[config.mk]
export PLATFORM = sky130hd
export DESIGN_NAME = burst_sram
export DESIGN_NICKNAME = d
export VERILOG_FILES = /design/src/rtl/burst_sram_pkg.sv /design/src/rtl/burst_ctrl.sv /design/src/rtl/burst_data.sv /design/src/rtl/burst_sram.sv
export SDC_FILE = /design/constraint.sdc
export NUM_CORES = 2
export LEC_CHECK = 0
export BUFFER_PORTS_ARGS = -buffer_cell sky130_fd_sc_hd__buf_4
export CELL_PAD_IN_SITES_DETAIL_PLACEMENT = 0
export CELL_PAD_IN_SITES_GLOBAL_PLACEMENT = 2
export CORE_MARGIN = 1.5
export CORE_UTILIZATION = 49
export CTS_CLUSTER_DIAMETER = 40
export DETAILED_ROUTE_END_ITERATION = 10
export HOLD_SLACK_MARGIN = 0.12
export PLACE_DENSITY_LB_ADDON = 0.1
export SLEW_MARGIN = 20
export SYNTH_ARGS = -nofsm -noshare
export SYNTH_HDL_FRONTEND = slang
export SYNTH_SLANG_ARGS = --single-unit
[constraint.sdc]
create_clock -name clk -period 3.9 [get_ports clk]
set_input_delay 0.78 -clock clk [delete_from_list [all_inputs] [get_ports clk]]
set_output_delay 0.78 -clock clk [all_outputs]
set_load 0.02 [all_outputs]
[src/rtl/burst_sram_pkg.sv]
package burst_sram_pkg;

  // Strobes from the access control to the datapath for one edge
  typedef struct packed {
    logic doRead;
    logic doWrite;
  } memStrobe_t;

  // What the current edge does to the access state
  typedef enum logic [1:0] {
    CYC_IDLE  = 2'd0,
    CYC_START = 2'd1,
    CYC_DESEL = 2'd2,
    CYC_CONT  = 2'd3
  } cycleKind_t;

endpackage

[src/rtl/burst_ctrl.sv]
module burst_ctrl
  import burst_sram_pkg::*;
#(
  parameter int ADDR_W  = 6,
  parameter int LANES   = 4,
  parameter int BURST_W = 2
) (
  input  logic              clk,
  input  logic              rstN,
  input  logic              sleep,
  input  logic              pipeMode,
  input  logic              linearOrder,
  input  logic [ADDR_W-1:0] addr,
  input  logic              ce1N,
  input  logic              ce2,
  input  logic              ce3N,
  input  logic              startProcN,
  input  logic              startCtrlN,
  input  logic              advN,
  input  logic              globalWrN,
  input  logic              byteWrEnN,
  input  logic [LANES-1:0]  byteSelN,
  output memStrobe_t        strobe,
  output logic [ADDR_W-1:0] memAddr,
  output logic [LANES-1:0]  laneMask,
  output logic              outValid,
  output logic              wrLast
);

  localparam int HIGH_W = ADDR_W - BURST_W;

  logic selected, procSt, ctrlSt, wrReq, isWr;
  cycleKind_t kind;
  logic [ADDR_W-1:0]  baseQ;
  logic [BURST_W-1:0] cntQ, cntNext, burstLow;
  logic activeQ, rdValidQ, pipeValidQ, wrLastQ;

  always_comb begin
    selected = !ce1N && ce2 && !ce3N;
    procSt   = !startProcN;
    ctrlSt   = !startCtrlN;
    wrReq    = !globalWrN || (!byteWrEnN && (|(~byteSelN)));
    laneMask = !globalWrN ? {LANES{1'b1}} : ~byteSelN;

    if (sleep)                         kind = CYC_IDLE;
    else if ((procSt || ctrlSt) && selected) kind = CYC_START;
    else if (procSt || ctrlSt)         kind = CYC_DESEL;
    else if (activeQ)                  kind = CYC_CONT;
    else                               kind = CYC_IDLE;

    cntNext  = !advN ? cntQ + 1'b1 : cntQ;
    burstLow = linearOrder ? (baseQ[BURST_W-1:0] + cntNext)
                           : (baseQ[BURST_W-1:0] ^ cntNext);

    if (kind == CYC_START) memAddr = addr;
    else                   memAddr = {baseQ[ADDR_W-1 -: HIGH_W], burstLow};

    case (kind)
      CYC_START: isWr = !procSt && wrReq;
      CYC_CONT:  isWr = wrReq;
      default:   isWr = 1'b0;
    endcase

    strobe.doWrite = isWr;
    strobe.doRead  = ((kind == CYC_START) || (kind == CYC_CONT)) && !isWr;
  end

  always_ff @(posedge clk or negedge rstN) begin
    if (!rstN) begin
      baseQ      <= '0;
      cntQ       <= '0;
      activeQ    <= 1'b0;
      rdValidQ   <= 1'b0;
      pipeValidQ <= 1'b0;
      wrLastQ    <= 1'b0;
    end else if (!sleep) begin
      case (kind)
        CYC_START: begin
          baseQ   <= addr;
          cntQ    <= '0;
          activeQ <= 1'b1;
        end
        CYC_DESEL: activeQ <= 1'b0;
        CYC_CONT:  cntQ    <= cntNext;
        default:   ;
      endcase
      rdValidQ   <= strobe.doRead;
      pipeValidQ <= rdValidQ;
      wrLastQ    <= strobe.doWrite;
    end
  end

  assign outValid = pipeMode ? pipeValidQ : rdValidQ;
  assign wrLast   = wrLastQ;

endmodule

[src/rtl/burst_data.sv]
module burst_data
  import burst_sram_pkg::*;
#(
  parameter int ADDR_W = 6,
  parameter int LANES  = 4,
  parameter int LANE_W = 9
) (
  input  logic                    clk,
  input  memStrobe_t              strobe,
  input  logic [ADDR_W-1:0]       memAddr,
  input  logic [LANES-1:0]        laneMask,
  input  logic [LANES*LANE_W-1:0] dataIn,
  input  logic                    pipeMode,
  input  logic                    outValid,
  input  logic                    wrLast,
  input  logic                    outEnN,
  input  logic                    sleep,
  output logic [LANES*LANE_W-1:0] dataOut,
  output logic                    dataDrive
);

  localparam int DATA_W = LANES * LANE_W;
  localparam int DEPTH  = 1 << ADDR_W;

  logic [DATA_W-1:0] mem [DEPTH];
  logic [DATA_W-1:0] curWord, wrWord, flowData, pipeDataQ;
  logic [ADDR_W-1:0] rdAddrQ;

  assign curWord = mem[memAddr];

  // Merge the selected lanes into the stored word
  for (genvar g = 0; g < LANES; g++) begin : gLane
    assign wrWord[g*LANE_W +: LANE_W] = laneMask[g] ? dataIn[g*LANE_W +: LANE_W]
                                                    : curWord[g*LANE_W +: LANE_W];
  end

  always_ff @(posedge clk) begin
    if (strobe.doWrite) mem[memAddr] <= wrWord;
    if (strobe.doRead)  rdAddrQ <= memAddr;
    if (!sleep)         pipeDataQ <= flowData;
  end

  assign flowData  = mem[rdAddrQ];
  assign dataDrive = outValid && !wrLast && !outEnN && !sleep;
  assign dataOut   = dataDrive ? (pipeMode ? pipeDataQ : flowData) : '0;

endmodule

[src/rtl/burst_sram.sv]
module burst_sram
  import burst_sram_pkg::*;
#(
  parameter int ADDR_W  = 6,
  parameter int LANES   = 4,
  parameter int LANE_W  = 9,
  parameter int BURST_W = 2
) (
  input  logic                    clk,
  input  logic                    rstN,
  input  logic                    pipeMode,
  input  logic                    linearOrder,
  input  logic [ADDR_W-1:0]       addr,
  input  logic [LANES*LANE_W-1:0] dataIn,
  input  logic                    ce1N,
  input  logic                    ce2,
  input  logic                    ce3N,
  input  logic                    startProcN,
  input  logic                    startCtrlN,
  input  logic                    advN,
  input  logic                    globalWrN,
  input  logic                    byteWrEnN,
  input  logic [LANES-1:0]        byteSelN,
  input  logic                    outEnN,
  input  logic                    sleep,
  output logic [LANES*LANE_W-1:0] dataOut,
  output logic                    dataDrive
);

  memStrobe_t        strobe;
  logic [ADDR_W-1:0] memAddr;
  logic [LANES-1:0]  laneMask;
  logic              outValid, wrLast;

  burst_ctrl #(.ADDR_W(ADDR_W), .LANES(LANES), .BURST_W(BURST_W)) u_ctrl (
    .clk(clk), .rstN(rstN), .sleep(sleep), .pipeMode(pipeMode),
    .linearOrder(linearOrder), .addr(addr), .ce1N(ce1N), .ce2(ce2), .ce3N(ce3N),
    .startProcN(startProcN), .startCtrlN(startCtrlN), .advN(advN),
    .globalWrN(globalWrN), .byteWrEnN(byteWrEnN), .byteSelN(byteSelN),
    .strobe(strobe), .memAddr(memAddr), .laneMask(laneMask),
    .outValid(outValid), .wrLast(wrLast)
  );

  burst_data #(.ADDR_W(ADDR_W), .LANES(LANES), .LANE_W(LANE_W)) u_data (
    .clk(clk), .strobe(strobe), .memAddr(memAddr), .laneMask(laneMask),
    .dataIn(dataIn), .pipeMode(pipeMode), .outValid(outValid), .wrLast(wrLast),
    .outEnN(outEnN), .sleep(sleep), .dataOut(dataOut), .dataDrive(dataDrive)
  );

endmodule

Word-level counts from Yosys, hierarchy flattened --
Memories as Yosys holds them, arrays and structs flattened. A register that Yosys moved wholly into a read port is not among the register bits. Index checks and enable logic that the tools add are counted.
Operators by class: reductions and logical operators 32, equality and inequality tests 7, bitwise gates (word level) 3, add/sub/neg operators 2, mux-type cells 21
Operators by type and width (count):
- $mux 36 | 2
- $mux 9 | 4
- $reduce_and 2->1 | 7
- $mux 2 | 6
- $mux 6 | 2
- $logic_not 1->1 | 10
- $logic_and 1x1->1 | 9
- $eq 2x2->1 const B | 2
- $mux 4 | 1
- $ne 1x1->1 const B | 4
- $not 4->4 | 1
- $pmux 1 s2 | 2
- $pmux 2 s2 | 1
- $reduce_bool 2->1 | 2
- $reduce_or 4->1 | 1
- $logic_or 1x1->1 | 3
- $mux 1 | 3
- $add 2x1->2 const B | 1
- $add 2x2->2 | 1
- $eq 2x1->1 const B | 1
- $xor 2x2->2 | 1
- $not 1->1 | 1
Storage, ports and cells: register bits 54, input port bits 60, memories kept 1, logic and storage cells 74, RAM bits 2304
Memories:
- u_data.mem | words 64, bits a word 36, rd ports 1, clocked after memory_dff 1, wr ports 1, line burst_data.sv:25 | logic [DATA_W-1:0] mem [DEPTH];

Longest topological paths before layout --
depth in word-level cells 11, gate-level depth with buffers 12, gate-level depth less buffers 11

Hierarchy --
A second synthesis with hierarchy kept.
Unflattened totals: cells, all modules 5282, area total of the unflattened synthesis 92880.3 µm²
Modules (own cells, without submodules):
- burst_data | seq. area each 70567.7 µm², area an instance 92042.0 µm², times used 1, cells an instance 5203
- burst_ctrl | seq. area each 300.3 µm², area an instance 838.3 µm², times used 1, cells an instance 79

Worst setup path after synthesis --
OpenSTA, ideal clock, no wires.
kind input -> register, from in sleep, to mem u_data.mem[0][0] in the netlist's numbering (enable), data required time 3.526 ns, stages 10, library setup time 0.374 ns, setup slack -0.163 ns, arrival time 3.689 ns, cells stage by stage inv_1 > nand2_1 > inv_1 > ha_1 > clkbuf_1 > mux2i_1 > nand2_1 > nor2_1 > nand2_1 > nor2_1
On the way: cells in the longest elaborated chain, start to end 6, elaborated cells between the ends (all ways) 8
RTL lines:
- from (decl) | line burst_sram.sv:25 | input logic sleep,
- $mux 2 * | line burst_ctrl.sv:45 | if (sleep) kind = CYC_IDLE;
- $eq 2x2->1 / $eq 2x1->1 (equally long branches) | line burst_ctrl.sv:58, burst_ctrl.sv:55
- $pmux 1 s2 | line burst_ctrl.sv:58 | case (kind)
- $mux 1 | line burst_data.sv:38 | if (strobe.doWrite) mem[memAddr] <= wrWord;
- $mux 1 (implied by the code) | line burst_data.sv:38
- $reduce_and 2->1 (no source line)
- to (decl) | line burst_data.sv:25
Mark *: on every way between the ends. The rest lies on a longest branch, timed or not.

==> results by group <==
Worst setup path
  – Slowest CP cell: dfxtp_4
  – CP Data Required Time: 3120 ps
  – Crit path buffers/inverters: 7
  – Crit-path most repeated cell: buf_12
  – CP max FO: 7
  – Data arrival, critical path: about 3600 ps
  – CP top delay family: buffers and inverters
  – Critical path cell sequence: buf_12 -> buf_8 -> nor2b_4 -> buf_12 -> buf_12 -> buf_12 -> a22oi_2 -> nand3_2 -> nand4_1 -> o21ai_2 -> o21ai_1 -> buf_4 -> buf_6
  – Worst Reg-to-Reg Cells: 11
  – Delay of the slowest critical-path stage: 420 ps
  – Crit. End Element: output pin
  – Worst path depth: 13
  – CP startpoint kind: register
  – Critical path type: reg -> out

STA
  – Setup Skew: ~54 ps
  – Final Hold Fails: 0
  – Setup violations, final: 36
  – Hold_ws: 175 ps
  – Sum Neg Setup Slack: -13,010 ps
  – Slew headroom: between 20% and 30%
  – RSZ-0062 raised after global routing: yes
  – Slew Viols, Final: 0
  – Actual slew at the worst max-slew pin: 1130 ps
  – PnR worst setup slack: -480 ps
  – Final period util: 112%
  – F_max: around 230 MHz
  – Minimum clock period: between 4000 and 5000 ps

Detailed routing
  – DR vias: around 54,000
  – Iter 0 DRT Violations: a little over 6,000
  – Routed WL: around 300,000 µm
  – Wire length per cell: around 33 µm
  – Drt pass-1 iters: 8
  – Routed vias/inst: between 6 and 7
  – DRC Markers: 8
  – Routed Antenna Nets: 0

Outcome
  – Status: complete, but fails checks
  – Failing checks: DRC, setup timing

Logic synthesis
  – Post-synthesis compound-gate area fraction: just over 4%
  – Synth cell count leaders: 2,346 x edfxtp_1, 803 x mux2i_1, 393 x nor2_1
  – Synth Warn #: 0
  – Synth async-reset ratio: less than 1%
  – Mean Syn Cell Area: 17.9 µm²
  – Mapped Area: 92,800 µm²
  – Synth Flop Type: edfxtp_1
  – Most numerous cell in the Yosys netlist: edfxtp_1
  – Top post-synthesis cells by area: edfxtp_1 76%, mux2i_1 8.7%, mux4_2 3.8%
  – Yosys cell types: between 60 and 70
  – Mux cell area share after synthesis: 13.1%
  – EDFF count, synth: between 2,000 and 2,500
  – Largest area contributor in the netlist: edfxtp_1
  – Largest family of logic cells by synthesized area: multiplexers
  – Adder-Cell Fraction of Synth Area: less than 1%
  – Post-Synth Simple-Gate Area: under 10%
  – Post-Syn Instances: 5,193
  – Top-area cell type share of the netlist area: 75.9%
  – Register area share after synthesis: between 70% and 80%
  – #FFs+latches synth: 2,364
  – Syn_nets: 5,257
  – Synth Area in XOR/XNOR: less than 1%

Hold path
  – Hold path cells: 3
  – Worst Hold Class: in -> reg

Die
  – Core area: 188,000 µm²
  – Initial Utilization: between 40% and 50%
  – Die height: between 400 and 500 µm
  – Die area: ~190,000 µm²
  – Chip Width: roughly 440 µm
  – Rows: around 160
  – I/O pin total: 97

Placed design
  – Port Buf Inserts: 96
  – Dpl cell area: between 100,000 and 150,000 µm²
  – Detail Placement HPWL: between 150,000 and 200,000 µm
  – Gp weighted congestion: slightly below 0.9

Clocking
  – TritonCTS Buffers: around 340
  – H-tree levels: 5
  – CTS tree: done
  – CTS max path bufs: 4
  – Clock slew seen by the registers of the worst setup and hold paths: 50 ps
  – Clk sink count: between 2,000 and 2,500
  – Worst skew pair latency: ~950 ps
  – Root Driver: clkbuf_16

Global routing
  – Largest net degree at the start of global routing: 65
  – GRT Total Usage: about 30%
  – First-pass GRT wire length: a little over 400,000 µm
  – Grt ovf: 0
  – Initial antenna violation count: 18
  – Number of global-route vias before repair: approximately 53,000

Final layout
  – Area grow syn2layout: 27.3%
  – Filler Cell Count: around 13,000
  – Nets: 6,308
  – Design Area, Final: 118,000 µm²
  – Share of post-route cells with drive strength above 1: 32.9%
  – Core Util, Final: a little over three fifths

Pwr
  – Maximum vdd drop: 425 µV
  – P_leak: between 40 and 50 nW
  – Power Density: 586 nW/µm²

Flow run
  – Max cap viols: 0
tightest hold or removal path, delay by kind of cell:
| kind | cells | cell delay, ps |
|---|---|---|
| AOI/OAI and AO/OA | 1 | 60 |
| buffers and inverters | 1 | 110 |
| and+or+nand+nor | 1 | 110 |
power breakdown:
| part | switching, mW | leakage (nW) | internal (mW) |
|---|---|---|---|
| sequential | 0.118 | 21.3 | 28.1 |
| clock | 11.5 | 5.37 | 18.7 |
| combinational | 6.61 | 14.9 | 4.23 |
worst paths after layout:
kind	start	end	slack, ps
setup / recovery	register	dataOut[14]	-480
hold / removal	advN	u_ctrl.cntQ[0]$_DFFE_PN0P_	170
setup reg to reg	u_ctrl.activeQ$_DFFE_PN0P_	u_data.mem[32][19]$_DFFE_PP_	60
hold reg to reg	u_data.rdAddrQ[0]$_DFFE_PN_	register	500
max in group asynchronous	rstN	u_ctrl.cntQ[1]$_DFFE_PN0P_	3490
min in group asynchronous	rstN	u_ctrl.cntQ[0]$_DFFE_PN0P_	230
layout by cell type, fill, tap and decap left out, types with 23 or more instances in the layout:
master / Yosys / routed
nand3_1: 104 / 56
mux2i_2: 0 / 33
mux2_2: 45 / 44
o22ai_1: 147 / 106
o21ai_0: 53 / 27
inv_6: 0 / 46
buf_6: 16 / 69
clkinv_1: 0 / 33
a21oi_1: 52 / 50
buf_4: 27 / 764
mux2i_1: 803 / 758
mux4_2: 157 / 157
clkinvlp_4: 0 / 36
edfxtp_1: 2346 / 2346
nand3_2: 0 / 47
inv_1: 41 / 38
clkbuf_1: 81 / 23
nand2_1: 215 / 196
bufinv_16: 0 / 38
nand4_1: 82 / 82
o22ai_2: 0 / 31
buf_16: 0 / 44
buf_12: 4 / 98
nor2_1: 393 / 370
clkbuf_16: 0 / 347
a22oi_2: 0 / 65
clkinv_4: 0 / 29
a22oi_1: 184 / 119
clkinv_2: 0 / 32
per-layer routing:
layer,global-route usage [%],wire length (µm),part of all wire (%)
met2,47.9,139000,47
met1,42.3,121000,41
met4,10.8,10300,3.5
met5,0,13,0.0044
met3,6.06,24600,8.3
kinds of logic (layout without fill, tap and decap cells):
kind of cell | Yosys count | count (layout)
AOI/OAI and AO/OA | 555 | 555
and+or+nand+nor | 916 | 916
DFF | 2364 | 2364
adders and majority gates | 4 | 4
buffers and inverters | 343 | 1648
xor gates and xnor gates | 4 | 4
other | 0 | 9
muxes | 1007 | 1007
sequential cells by signal (all words and copies together) (netlist names), named ones only:
register	flops
u_data.pipeDataQ	36
u_ctrl.activeQ	1
u_ctrl.baseQ	6
u_ctrl.rdValidQ	1
u_data.mem	2304
u_ctrl.cntQ	2
u_ctrl.wrLast	1
u_ctrl.pipeValidQ	1
u_data.rdAddrQ	6
area by class of cell:
class / count / area, µm² / area share (%)
sequential: 2364 / 70900 / 60.0
multi-input combinational: 2486 / 22300 / 18.8
timing repair buffer: 1015 / 10500 / 8.91
clock buffer: 366 / 8620 / 7.30
tap: 2495 / 3120 / 2.64
clock inverter: 225 / 2510 / 2.12
inverter: 42 / 165 / 0.140
antenna: 9 / 22.5 / 0.0191
metrics by stage:
stage | total power [mW] | setup slack (ps) | std cells
floorplan | 32.6 | 271 | 5193
global placement | 37.6 | -575 | 8209
detailed placement | 37.6 | -587 | 8209
CTS | 68.9 | -483 | 8945
global route | 70.8 | -479 | 8997
finish | 69.2 | -480 | 9002
repair_timing:
action	in CTS	in global routing
hold endpoints to repair	18	0
gates resized for setup	365	246
hold buffers	7	0
buffers inserted	109	47
cloned	30	8
pin swaps	98	92
setup endpoints to repair	36	119
No activity file was read; power rests on OpenSTA's default activity.
